File: src/rtl/gpio_pkg.sv
package gpio_pkg;
  localparam int unsigned ADDR_W = 1;
  typedef logic [ADDR_W-1:0] reg_addr_t;
  localparam reg_addr_t ADDR_DIR = 1'b0;
  localparam reg_addr_t ADDR_DAT = 1'b1;
endpackage

File: src/rtl/gpio_sync.sv
module gpio_sync #(
  parameter int unsigned WIDTH = 8
) (
  input  logic             clk_i,
  input  logic             rst_ni,
  input  logic [WIDTH-1:0] d_i,
  output logic [WIDTH-1:0] q_o
);
  logic [WIDTH-1:0] meta_q, sync_q;

  always_ff @(posedge clk_i or negedge rst_ni) begin
    if (!rst_ni) begin
      meta_q <= '0;
      sync_q <= '0;
    end else begin
      meta_q <= d_i;
      sync_q <= meta_q;
    end
  end

  assign q_o = sync_q;
endmodule

File: src/rtl/gpio_regs.sv
module gpio_regs
  import gpio_pkg::*;
#(
  parameter int unsigned WIDTH   = 8,
  parameter int unsigned CLK_BIT = 6
) (
  input  logic             clk_i,
  input  logic             rst_ni,
  input  reg_addr_t        addr_i,
  input  logic             we_i,
  input  logic [WIDTH-1:0] wdata_i,
  output logic [WIDTH-1:0] dir_o,
  output logic [WIDTH-1:0] dat_o
);
  logic wr_dir, wr_dat;
  assign wr_dir = we_i && (addr_i == ADDR_DIR);
  assign wr_dat = we_i && (addr_i == ADDR_DAT);

  always_ff @(posedge clk_i or negedge rst_ni) begin
    if (!rst_ni)     dir_o <= '0;
    else if (wr_dir) dir_o <= wdata_i;
  end

  for (genvar b = 0; b < WIDTH; b++) begin : g_dat
    if (b == CLK_BIT) begin : g_ro
      // read-only position: nothing stored
      assign dat_o[b] = 1'b0;
    end else begin : g_rw
      logic q;
      always_ff @(posedge clk_i or negedge rst_ni) begin
        if (!rst_ni)     q <= 1'b0;
        else if (wr_dat) q <= wdata_i[b];
      end
      assign dat_o[b] = q;
    end
  end
endmodule

File: src/rtl/gpio_pad_ctrl.sv
module gpio_pad_ctrl #(
  parameter int unsigned     WIDTH   = 8,
  parameter int unsigned     CLK_BIT = 6,
  parameter logic [WIDTH-1:0] OD_MASK = 8'h01
) (
  input  logic [WIDTH-1:0] dir_i,
  input  logic [WIDTH-1:0] dat_i,
  input  logic             sys_clk_i,
  output logic [WIDTH-1:0] pin_o,
  output logic [WIDTH-1:0] pin_oe_o
);
  for (genvar b = 0; b < WIDTH; b++) begin : g_pad
    if (b == CLK_BIT) begin : g_clk
      assign pin_oe_o[b] = dir_i[b];
      assign pin_o[b]    = dir_i[b] & sys_clk_i;
    end else if (OD_MASK[b]) begin : g_od
      // high = released
      assign pin_oe_o[b] = dir_i[b] & ~dat_i[b];
      assign pin_o[b]    = 1'b0;
    end else begin : g_pp
      assign pin_oe_o[b] = dir_i[b];
      assign pin_o[b]    = dat_i[b];
    end
  end
endmodule

File: src/rtl/gpio_readback.sv
module gpio_readback
  import gpio_pkg::*;
#(
  parameter int unsigned WIDTH   = 8,
  parameter int unsigned CLK_BIT = 6
) (
  input  reg_addr_t        addr_i,
  input  logic [WIDTH-1:0] dir_i,
  input  logic [WIDTH-1:0] dat_i,
  input  logic [WIDTH-1:0] pin_s_i,
  output logic [WIDTH-1:0] rdata_o
);
  logic [WIDTH-1:0] port_val;

  for (genvar b = 0; b < WIDTH; b++) begin : g_rb
    if (b == CLK_BIT) begin : g_live
      assign port_val[b] = pin_s_i[b];
    end else begin : g_mix
      assign port_val[b] = dir_i[b] ? dat_i[b] : pin_s_i[b];
    end
  end

  // direction register is write-only
  assign rdata_o = (addr_i == ADDR_DAT) ? port_val : '0;
endmodule

File: src/rtl/gpio_port.sv
module gpio_port
  import gpio_pkg::*;
#(
  parameter int unsigned      WIDTH   = 8,
  parameter int unsigned      CLK_BIT = 6,
  parameter logic [WIDTH-1:0] OD_MASK = 8'h01
) (
  input  logic             clk_i,
  input  logic             rst_ni,
  input  logic             addr_i,
  input  logic             we_i,
  input  logic [WIDTH-1:0] wdata_i,
  output logic [WIDTH-1:0] rdata_o,
  input  logic             sys_clk_i,
  input  logic [WIDTH-1:0] pin_i,
  output logic [WIDTH-1:0] pin_o,
  output logic [WIDTH-1:0] pin_oe_o
);
  logic [WIDTH-1:0] dir, dat, pin_s;

  gpio_sync #(.WIDTH(WIDTH)) u_sync (
    .clk_i(clk_i), .rst_ni(rst_ni), .d_i(pin_i), .q_o(pin_s)
  );

  gpio_regs #(.WIDTH(WIDTH), .CLK_BIT(CLK_BIT)) u_regs (
    .clk_i(clk_i), .rst_ni(rst_ni), .addr_i(addr_i), .we_i(we_i),
    .wdata_i(wdata_i), .dir_o(dir), .dat_o(dat)
  );

  gpio_pad_ctrl #(.WIDTH(WIDTH), .CLK_BIT(CLK_BIT), .OD_MASK(OD_MASK)) u_pad (
    .dir_i(dir), .dat_i(dat), .sys_clk_i(sys_clk_i),
    .pin_o(pin_o), .pin_oe_o(pin_oe_o)
  );

  gpio_readback #(.WIDTH(WIDTH), .CLK_BIT(CLK_BIT)) u_rb (
    .addr_i(addr_i), .dir_i(dir), .dat_i(dat), .pin_s_i(pin_s),
    .rdata_o(rdata_o)
  );
endmodule

File: config.mk
export PLATFORM = sky130hd
export DESIGN_NAME = gpio_port
export DESIGN_NICKNAME = d
export VERILOG_FILES = /design/src/rtl/gpio_pkg.sv /design/src/rtl/gpio_sync.sv /design/src/rtl/gpio_regs.sv /design/src/rtl/gpio_pad_ctrl.sv /design/src/rtl/gpio_readback.sv /design/src/rtl/gpio_port.sv
export SDC_FILE = /design/constraint.sdc
export NUM_CORES = 1
export LEC_CHECK = 0
export ABC_AREA = 1
export BUFFER_PORTS_ARGS = -buffer_cell sky130_fd_sc_hd__buf_4
export CORE_AREA = 5 5 70 72
export DETAILED_ROUTE_END_ITERATION = 10
export DIE_AREA = 0 0 75 77
export GPL_TIMING_DRIVEN = 1
export PLACE_DENSITY_LB_ADDON = 0.12
export SLEW_MARGIN = 20
export SYNTH_ARGS = -nofsm -noshare
export SYNTH_HDL_FRONTEND = slang
export SYNTH_HIERARCHICAL = 1
export SYNTH_SLANG_ARGS = --single-unit
File: constraint.sdc
create_clock -name clk_i -period 1.5 [get_ports clk_i]
set_input_delay 0.3 -clock clk_i [delete_from_list [all_inputs] [get_ports clk_i]]
set_output_delay 0.3 -clock clk_i [all_outputs]
set_load 0.02 [all_outputs]
Word-level counts from Yosys, hierarchy flattened
Cells that the tools add are included.
{ "totals": {"reg_bits": 31, "latchBits": 0, "ram_bits": 0, "romBits": 0, "output_inout_bits": 24, "elab_cells": 24, "n_memories": 0} }
{ "classes": {"n_addsub": 0, "mul": 0, "n_div": 0, "order_cmp": 0, "n_eq_ne": 0, "shifts": 0, "mux": 8, "n_bitwise": 4, "reduce_logical": 2} }
{ "ops": {"columns": ["cell", "n"], "rows": [
  ["two-way mux 8 bit", 1],
  ["two-way mux 1 bit", 7],
  ["bitwise AND 1 bit", 2],
  ["logical AND 1 bit", 2],
  ["inverter 1 bit", 2]
]} }

Logic depth before layout (Yosys ltp)
Gate-level depths: netlist of the first run.
{ "depth": {"depth_word": 2, "ltp_mapped": 5} }

Hierarchy
The synthesis of the first run kept the hierarchy.
{ "modules_own_cells": {"columns": ["module", "n_inst", "cells_each", "area_per_inst_um2", "seq_area_each_um2"], "rows": [
  ["gpio_regs", 1, 75, 710.7, 375.4],
  ["gpio_sync", 1, 16, 400.4, 400.4],
  ["gpio_readback", 1, 38, 170.2, 0.0],
  ["gpio_pad_ctrl", 1, 19, 126.4, 0.0]
]} }

Least setup slack after synthesis of the first run
OpenSTA, ideal clock, no wires.
{ "synth_path": {"kind": "register -> output", "start": "reg u_regs.g_dat[0].g_rw.q", "end": "out rdata_o[0]", "t_arrival_ns": 0.738, "required_time_ns": 1.200, "path_slack_ns": 0.462, "path_stages_with_launch": 6, "path_buffers": 1, "cell_sequence": "dfrtp_1 > buf_4 > inv_1 > nand2_1 > nand2_1 > nor2_2"} }
{ "synth_via": {"elab_chain_len": 2} }
{ "synth_rtl": {"columns": ["element", "line_no", "text"], "rows": [
  ["from (decl)", "gpio_regs.sv:29", "logic q;"],
  ["from (signal assigned)", "gpio_regs.sv:32", "else if (wr_dat) q <= wdata_i[b];"],
  ["two-way mux 1 bit", "gpio_readback.sv:19", "assign port_val[b] = dir_i[b] ? dat_i[b] : pin_s_i[b];"],
  ["two-way mux 8 bit", "gpio_readback.sv:24", "assign rdata_o = (addr_i == ADDR_DAT) ? port_val : '0;"],
  ["to (decl)", "gpio_port.sv:13", "output logic [WIDTH-1:0] rdata_o,"]
]} }
No other way between the ends.

Final worst setup path of the first run
{ "layout_path": {"start": "reg u_regs.dir_o[7]", "end": "out rdata_o[7]"} }
{ "layout_via": {"elab_chain_len": 2} }
{ "layout_rtl": {"columns": ["element", "line_no", "text"], "rows": [
  ["from (decl)", "gpio_regs.sv:12", "output logic [WIDTH-1:0] dir_o,"],
  ["from (signal assigned)", "gpio_regs.sv:21", "else if (wr_dir) dir_o <= wdata_i;"],
  ["two-way mux 1 bit", "gpio_readback.sv:19", null],
  ["two-way mux 8 bit", "gpio_readback.sv:24", null]
]} }
No other way between the ends.

==> results.md, run 1 <==
* Outcome: completed
* Tot GR Track Use at 0.107
* Die width at 75 um
* Gpl congestion at 0.737
* Arrival @ worst endpoint at 1.06 ns
* CP max-delay cell: dfrtp_1
* Worst VDD drop at 0.531 mV
* Antenna-violating nets left at 0
* Total CTS buffers at 5
* Crit Path Category: reg2out
* Final slew viol count at 0
* Logic pwr share at 0.185
* Gr ovfl total at 0
* Core box area at ~4200 um2
* Syn-to-layout area delta at 21.8%
* Final #Nets at 193
* Site row count at 24
* Synthesized area at 1400 um2
* Worst Path Required at 1.20 ns
* Deepest clock path buffer count at 2
* Starting density of the core at 0.330
* P_int at 1620 uW
* Antenna cell count at 0
* DR iter-0 viols at 42
* PortBufs at 43
* Hpwl dp at 1.85 mm
* Mapped Cells at between 100 and 150
* CTS Sinks at 31
* Routed vias at 937
* Crit path cell chain: nand2_1, nand2_2, nor2_2, buf_4
* Vias in the first global route at around 990
* Clk_lat worst skew at roughly 0.28 ns
* DR vias/cell at 4.16
* DRT Wirelength at roughly 2.7 mm
* RSZ-0062 raised after global routing: no
* Tmin final at 1.36 ns
* Die area at 5780 um2
* Peak Freq at ~740 MHz
* PostCTS Resize Cnt at 0
* Max Clock Skew at 0.00912 ns
* Setup Fix Bufs, Post-CTS at 0
* Flop pwr share at 0.436
* Switching pwr at 587 uW
* Hold Path Class: in2reg
* Endpoints failing hold at 0
* CTS tree: built
* Reg clk slew, reported paths at 0.07 ns
* Initial antenna violation count at 0
* LEAKAGE at just over 0.0009 uW
* Util after Layout at 0.402
* First-pass DRT Iterations at 3
* Startpoint Class: flop
* I/O Pins at 45
* Drc violations at 0
* Tcrit/Tclk final at 0.906
* Final setup viols at 0
* Setup TNS at 0 ns
* Per-cell routed wire length at 11.9 um
* Mapped Nets at approximately 170
* Crit Path Max Fanout at 4
* Chip height at 77 um
* PwrDens at 1300 nW/um2
* H-Tree Depth at 2
* First-pass GRT wire length at 4.61 mm
* Root buffer cell: clkbuf_8
* Max-Cap Viols at 0
* Clock Power Share at 0.379
* Share of layout cells above drive strength 1 at 0.382
* Mapped Avg Cell Area at 9.56 um2
* Hold Buf Count CTS at 1
* Sw Share at 0.266
* Crit end category: primary output
* Crit-path max cell delay at 0.42 ns
* Synth Warn # at 6
* Largest net degree at the start of global routing at 32
worst paths after layout:
check                           cells after the start               end             start  slack (ns)
worst min register to register                      0     u_sync/q_o[4]  u_sync/meta_q[4]        0.35
max in group asynchronous                           2  u_sync/meta_q[0]            rst_ni        0.71
min in group asynchronous                           2   u_regs/dir_o[4]            rst_ni        0.49
worst max register to register                      2   u_regs/dir_o[7]   u_regs/dir_o[7]        0.85
worst min-delay path                                1  u_sync/meta_q[5]          pin_i[5]        0.12
worst max-delay path                                4        rdata_o[7]   u_regs/dir_o[7]        0.14
power groups by stage:
stage                     combinational (uW)  sequential (uW)  clock (uW)
final                                    408              962         836
after global routing                     452              973         912
after CTS                                417              963         870
after detailed placement                 415              977           0
after global placement                   410              976           0
after floorplan                          338              958           0
routing by layer:
layer,part of all wire,vias to the layer above,GRT usage
met2,0.47,28,0.167
met1,0.42,435,0.121
met3,0.092,4,0.0497
li1,-,470,-
met5,0,-,0
met4,0.013,0,0.0480
sequential cells by signal, summed over array words and instances (netlist names):
| register | cells |
|---|---|
| u_regs/dir_o | 8 |
| u_sync/meta_q | 8 |
| u_regs/g_dat.g_rw.q | 7 |
| u_sync/q_o | 8 |
cells in the final DEF, fill, tap and decap left out:
cell / count
nor2_2: 8
nand3_1: 12
inv_6: 1
clkbuf_8: 6
dlygate4sd3_1: 1
inv_1: 10
bufinv_16: 1
nand2_2: 2
conb_1: 1
dfrtp_1: 31
buf_4: 43
nand3_2: 3
clkinv_2: 1
nand2_1: 45
nor2_1: 7
nand2_4: 1
worst max-delay path, delay by kind of cell, from the launching register on:
kind | cells | cell delay, ns
buffers and inverters | 1 | 0.14
flip-flops | 1 | 0.42
AND/OR/NAND/NOR | 3 | 0.23
stage by stage:
step	worst slack, ns	instances	cell area, um2	total power [uW]	hold slack (ns)
floorplan	0.462	146	1400	1300	0.00441
global placement	0.332	216	1570	1390	0.259
detailed placement	0.325	216	1570	1390	0.265
CTS	0.118	225	1700	2250	0.110
global route	0.0194	225	1700	2340	0.0997
finish	0.141	225	1700	2210	0.122
layout make-up:
| cell class | count | area (um2) |
|---|---|---|
| clock buffer | 6 | 82.6 |
| timing repair buffer | 44 | 333 |
| multi-input combinational | 79 | 363 |
| sequential | 31 | 776 |
| inverter | 11 | 46.3 |
| fill | 436 | 2530 |
| clock inverter | 2 | 35.0 |
| tap | 52 | 65.1 |
Power figures use the tool's default switching activity.
==> run 2: changes to the inputs <==
- PLACE_DENSITY: unset -> 0.55
- PLACE_DENSITY_LB_ADDON: 0.12 -> unset
- SLEW_MARGIN: 20 -> 40
==> run 2 against run 1 <==
  * Die area did not move
  * Final cell count stayed put
  * Sequential power about the same
  * Wire length increased by 2.9%
  * Critical path depth stayed put
  * Power barely moved
  * Fmax shrank 0.36%
  * First-iteration DRC count decreased by 17%
  * Flip-flop and latch count unchanged
  * Clock power is 0.6% lower
  * Largest cell class unchanged
  * Global-route usage grew 0.10 points
==> results.md, run 2 (synthesized netlist as in run 1, its figures left out) <==
* I/O Pins at 45 (unchanged)
* Crit Path Category: reg2out
* LEAKAGE at 0.000915 uW (unchanged)
* Switching pwr at 588 uW (+0.18%)
* Routed vias at 967 (+3.2%)
* Setup Fix Bufs, Post-CTS at 0 (unchanged)
* Pre-CTS setup slack at 0.328 ns (+0.00320 ns)
* Worst VDD drop at 0.799 mV (+50%)
* Drc violations at 0 (unchanged)
* Vias in the first global route at 1001 (+1.5%)
* DR iter-0 viols at 35 (-17%)
* Syn-to-layout area delta at 21.8% (unchanged)
* Reg clk slew, reported paths at 0.06 ns (about the same)
* PortBufs at 43 (unchanged)
* First-pass DRT Iterations at 4 (+1)
* Logic pwr share at 0.186 (about the same)
* Final setup viols at 0 (unchanged)
* Die area at 5780 um2 (unchanged)
* Flop pwr share at 0.437 (about the same)
* Max-Cap Viols at 0 (unchanged)
* Placed cell area at 1570 um2 (unchanged)
* DRT Wirelength at 2.75 mm (+2.9%)
* Gpl congestion at 0.763 (+3.4%)
* Antenna cell count at 0 (unchanged)
* Setup TNS at 0 ns (unchanged)
* PwrDens at 1300 nW/um2 (about the same)
* Final slew viol count at 0 (unchanged)
* Clk_lat worst skew at 0.28 ns (about the same)
* Tot GR Track Use at 0.108 (+0.00103)
* Endpoints failing hold at 0 (unchanged)
* Final #Nets at 193 (unchanged)
* Crit-path max cell delay at 0.42 ns (about the same)
* Final Power at 2210 uW (about the same)
* Starting density of the core at 0.330 (unchanged)
* Hold Buf Count CTS at 1 (unchanged)
* First-pass GRT wire length at 4.63 mm (+0.43%)
* Per-cell routed wire length at 12.2 um (+2.9%)
* P_int at 1620 uW (about the same)
* Slack of the critical path at 0.136 ns (-0.00489 ns)
* Share of layout cells above drive strength 1 at 0.382 (unchanged)
* Antenna-violating nets left at 0 (unchanged)
* Initial antenna violation count at 0 (unchanged)
* CP max-delay cell: dfrtp_1
* Worst hold slack at 0.124 ns (+0.00221 ns)
* Largest net degree at the start of global routing at 32 (unchanged)
* Crit end category: primary output
* Core box area at 4230 um2 (unchanged)
* Crit Path Max Fanout at 4 (unchanged)
* Outcome: completed
* Total CTS buffers at 5 (unchanged)
* Final instance area at 1700 um2 (unchanged)
* Chip height at 77 um (unchanged)
* Gr ovfl total at 0 (unchanged)
* Die width at 75 um (unchanged)
* Clock Power Share at 0.377 (-0.002)
* Crit path cell chain: nand2_1, nand2_1, nor2_2, buf_4
* PostCTS Resize Cnt at 0 (unchanged)
* CTS Sinks at 31 (unchanged)
* Tmin final at 1.36 ns (+0.00489 ns)
* Max Clock Skew at 0.00452 ns (-0.00460 ns)
* Deepest clock path buffer count at 2 (unchanged)
* Startpoint Class: flop
* CP most frequent cell: nand2_1
* DR vias/cell at 4.30 (+3.2%)
* Site row count at 24 (unchanged)
* Sw Share at 0.266 (+0.000353)
* Hold Path Class: in2reg
* Commonest non-fill, non-tap cell in the layout: nand2_1
* Hpwl dp at 1.97 mm (+6.6%)
* H-Tree Depth at 2 (unchanged)
* Most frequent cells in the layout: nand2_1, buf_4, dfrtp_1
* Tcrit/Tclk final at 0.909 (+0.00326)
* Root buffer cell: clkbuf_8
* CTS tree: built
* RSZ-0062 raised after global routing: no
* Peak Freq at 733 MHz (-0.36%)
* Worst Path Required at 1.20 ns (about the same)
* Arrival @ worst endpoint at 1.06 ns (about the same)
==> run 2: cell counts in the layout (fill, tap and decap cells not counted) <==
No cell type changed its count.
==> run 2: critical path: cells and delay by family (launching register included) <==
family	cells	cell delay, ns
DFF	1	0.42
buffers and inverters	1	0.14
and+or+nand+nor	3	0.23
==> run 2: worst paths after layout <==
| kind | from | to | slack (ns) | cells past startpoint |
|---|---|---|---|---|
| max in group asynchronous | rst_ni | u_regs/dir_o[3] | 0.73 | 2 |
| worst min-delay path | pin_i[4] | u_sync/meta_q[4] | 0.12 | 1 |
| worst max-delay path | u_regs/dir_o[1] | rdata_o[1] | 0.14 | 4 |
| worst min register to register | u_sync/meta_q[6] | u_sync/q_o[6] | 0.35 | 0 |
| min in group asynchronous | rst_ni | u_sync/q_o[5] | 0.49 | 2 |
| worst max register to register | u_regs/dir_o[5] | u_regs/dir_o[5] | 0.84 | 2 |
==> run 2: through the flow <==
| stage | cells | utilization |
|---|---|---|
| floorplan | 146 | - |
| global placement | 216 | 0.371 |
| detailed placement | 216 | 0.371 |
| CTS | 225 | 0.402 |
| global route | 225 | 0.402 |
| finish | 225 | 0.402 |
==> run 2: layout make-up <==
| class | instances | area, um2 |
|---|---|---|
| Fill cell | 426 | 2530 |
| Sequential cell | 31 | 776 |
| Multi-Input combinational cell | 79 | 363 |
| Timing Repair Buffer | 44 | 333 |
| Clock buffer | 6 | 82.6 |
| Tap cell | 52 | 65.1 |
| Inverter | 11 | 46.3 |
| Clock inverter | 2 | 35.0 |
==> run 2: power groups by stage <==
stage	registers (uW)	logic, uW	clock network [uW]
final	965	411	831
after global routing	975	456	898
after CTS	967	420	858
after detailed placement	981	416	0
after global placement	977	409	0
after floorplan	958	338	0
==> run 2: routing by layer <==
| metal | global-route usage | up-vias | routed length (um) |
|---|---|---|---|
| met4 | 0.0480 | 0 | 53 |
| met1 | 0.121 | 470 | 1060 |
| met2 | 0.175 | 23 | 1470 |
| li1 | - | 468 | - |
| met3 | 0.0444 | 6 | 172 |
| met5 | 0 | - | 0 |
==> run 3: changes to the inputs <==
- BUFFER_PORTS_ARGS: -buffer_cell sky130_fd_sc_hd__buf_4 -> -buffer_cell sky130_fd_sc_hd__buf_2
==> run 3 against run 2 <==
  * Power shrank 2.3%
  * Die area unchanged
  * Critical path depth unchanged
==> results.md, run 3 (synthesized netlist as in run 1, its figures left out) <==
* Vias in the first global route at 945 (-5.6%)
* LEAKAGE at 0.000897 uW (-2.0%)
* Routed vias at 937 (-3.1%)
* Worst Path Required at 1.20 ns (about the same)
* Antenna-violating nets left at 0 (unchanged)
* FILL cells at 444 (+4.2%)
* Initial antenna violation count at 0 (unchanged)
* Placed cell area at 1490 um2 (-5.4%)
* Final setup viols at 0 (unchanged)
* Antenna cell count at 0 (unchanged)
* Total CTS buffers at 5 (unchanged)
* Hold Buf Count CTS at 0 (-1)
* Final #Nets at 195 (+1.0%)
* FF-to-FF Start: u_regs/g_dat[0].g_rw.q
* Gpl congestion at 0.671 (-12%)
* Tcrit/Tclk final at 0.914 (+0.00430)
* Sw Share at 0.273 (+0.00622)
* Multi-input gate area at 363 um2 (unchanged)
* WL met3 at 152 um (-12%)
* Flop pwr share at 0.447 (+0.010)
* Per-cell routed wire length at 11.8 um (-3.1%)
* Top Metal Used: met4
* Clock Power Share at 0.389 (+0.012)
* DR vias/cell at 4.13 (-4.0%)
* Crit Path Max Fanout at 4 (unchanged)
* DR WL met2 at 1.40 mm (-4.9%)
* Reg clk slew, reported paths at 0.06 ns (about the same)
* Setup crit start: u_regs/dir_o[7]
* Switching pwr at 588 uW (about the same)
* Syn-to-layout area delta at 15.0%
* Max-Cap Viols at 0 (unchanged)
* Starting density of the core at 0.330 (unchanged)
* Final slew viol count at 0 (unchanged)
* Most frequent cells in the layout: nand2_1, buf_2, dfrtp_1
* Arrival @ worst endpoint at 1.07 ns (about the same)
* Chip height at 77 um (unchanged)
* First-pass GRT wire length at 4.55 mm (-1.6%)
* Outcome: completed
* PortBufs at 43 (unchanged)
* Gr ovfl total at 0 (unchanged)
* CTS tree: built
* Tot GR Track Use at 0.106 (-0.00211)
* Setup TNS at 0 ns (unchanged)
* Drc violations at 0 (unchanged)
* Core box area at 4230 um2 (unchanged)
* Hpwl dp at 1.95 mm (-0.97%)
* Tmin final at 1.37 ns (+0.00645 ns)
* CTS Sinks at 31 (unchanged)
* H-Tree Depth at 2 (unchanged)
* Final instance area at 1610 um2 (-5.6%)
* Setup Fix Bufs, Post-CTS at 0 (unchanged)
* DRT met1 WL at 1.10 mm (+4.5%)
* DR iter-0 viols at 55 (+57%)
* RSZ-0062 raised after global routing: no
* Root buffer cell: clkbuf_8
* Endpoints failing hold at 0 (unchanged)
* Crit Path Category: reg2out
* Register area at 776 um2 (unchanged)
* Peak Freq at 730 MHz (-0.47%)
* Max Clock Skew at 0.00160 ns (-0.00292 ns)
* First-pass DRT Iterations at 4 (unchanged)
* PostCTS Resize Cnt at 0 (unchanged)
* Worst VDD drop at 0.545 mV (-32%)
* PwrDens at 1340 nW/um2 (+3.5%)
* Commonest non-fill, non-tap cell in the layout: nand2_1
* Crit end category: primary output
* P_int at 1570 uW (-3.1%)
* Site row count at 24 (unchanged)
* Startpoint Class: flop
* Share of layout cells above drive strength 1 at 0.394 (+0.0128)
* I/O Pins at 45 (unchanged)
* Logic pwr share at 0.164 (-0.022)
* Hold Path Class: in2async
* DRT Wirelength at 2.69 mm (-2.2%)
* Die width at 75 um (unchanged)
* Die area at 5780 um2 (unchanged)
* Largest net degree at the start of global routing at 32 (unchanged)
* Deepest clock path buffer count at 2 (unchanged)
* Clk_lat worst skew at 0.28 ns (about the same)
[run 3: cell count changes in the layout (fill, tap and decap cells not counted), sizes merged]
| cell | previous run | this run |
|---|---|---|
| buf | 43 | 46 |
| dlygate4sd3 | 1 | 0 |
[run 3: worst paths after layout]
kind                       slack (ns)  cells past startpoint                      to
max in group asynchronous        1.19                      2        u_sync/meta_q[5]
setup reg to reg                 0.84                      2  u_regs/g_dat[0].g_rw.q
hold / removal                   0.02                      2        u_sync/meta_q[0]
hold reg to reg                  0.35                      0           u_sync/q_o[0]
min in group clk_i               0.12                      1        u_sync/meta_q[7]
setup / recovery                 0.13                      4              rdata_o[7]
[run 3: per-stage QoR]
| stage | power (uW) | setup WS [ns] | std cells | utilization | hold WS [ns] |
|---|---|---|---|---|---|
| after floorplan | 1300 | 0.462 | 146 | - | 0.00441 |
| after global placement | 1340 | 0.210 | 219 | 0.351 | 0.333 |
| after detailed placement | 1340 | 0.215 | 219 | 0.351 | 0.337 |
| after CTS | 2200 | 0.107 | 227 | 0.379 | 0.0356 |
| after global routing | 2280 | 0.0298 | 227 | 0.379 | 0.0564 |
| final | 2160 | 0.130 | 227 | 0.379 | 0.0231 |
[run 3: power by group through the flow]
stage / Clock, uW / Sequential [uW] / Combinational (uW)
after CTS: 870 / 964 / 363
after floorplan: 0 / 958 / 338
after global placement: 0 / 977 / 360
after detailed placement: 0 / 980 / 362
after global routing: 909 / 975 / 397
final: 839 / 963 / 354
[run 3: routing by layer]
metal / vias to the layer above / track usage
li1: 472 / -
met5: - / 0
met3: 5 / 0.0405
met4: 0 / 0.0480
met1: 437 / 0.125
met2: 23 / 0.166
[run 3: area by class of cell]
| class | instances | area share |
|---|---|---|
| tap | 52 | 0.0405 |
| clock buffer | 6 | 0.0514 |
| timing repair buffer | 46 | 0.148 |
| multi-input combinational | 79 | 0.226 |
| inverter | 11 | 0.0288 |
| sequential | 31 | 0.483 |
| clock inverter | 2 | 0.0218 |
[run 3: critical path, cell delays in order, from the launching register on]
cell and delay, ns:
dfrtp_1 0.42, nand2_1 0.09, nand2_2 0.05, nor2_2 0.07, buf_2 0.16
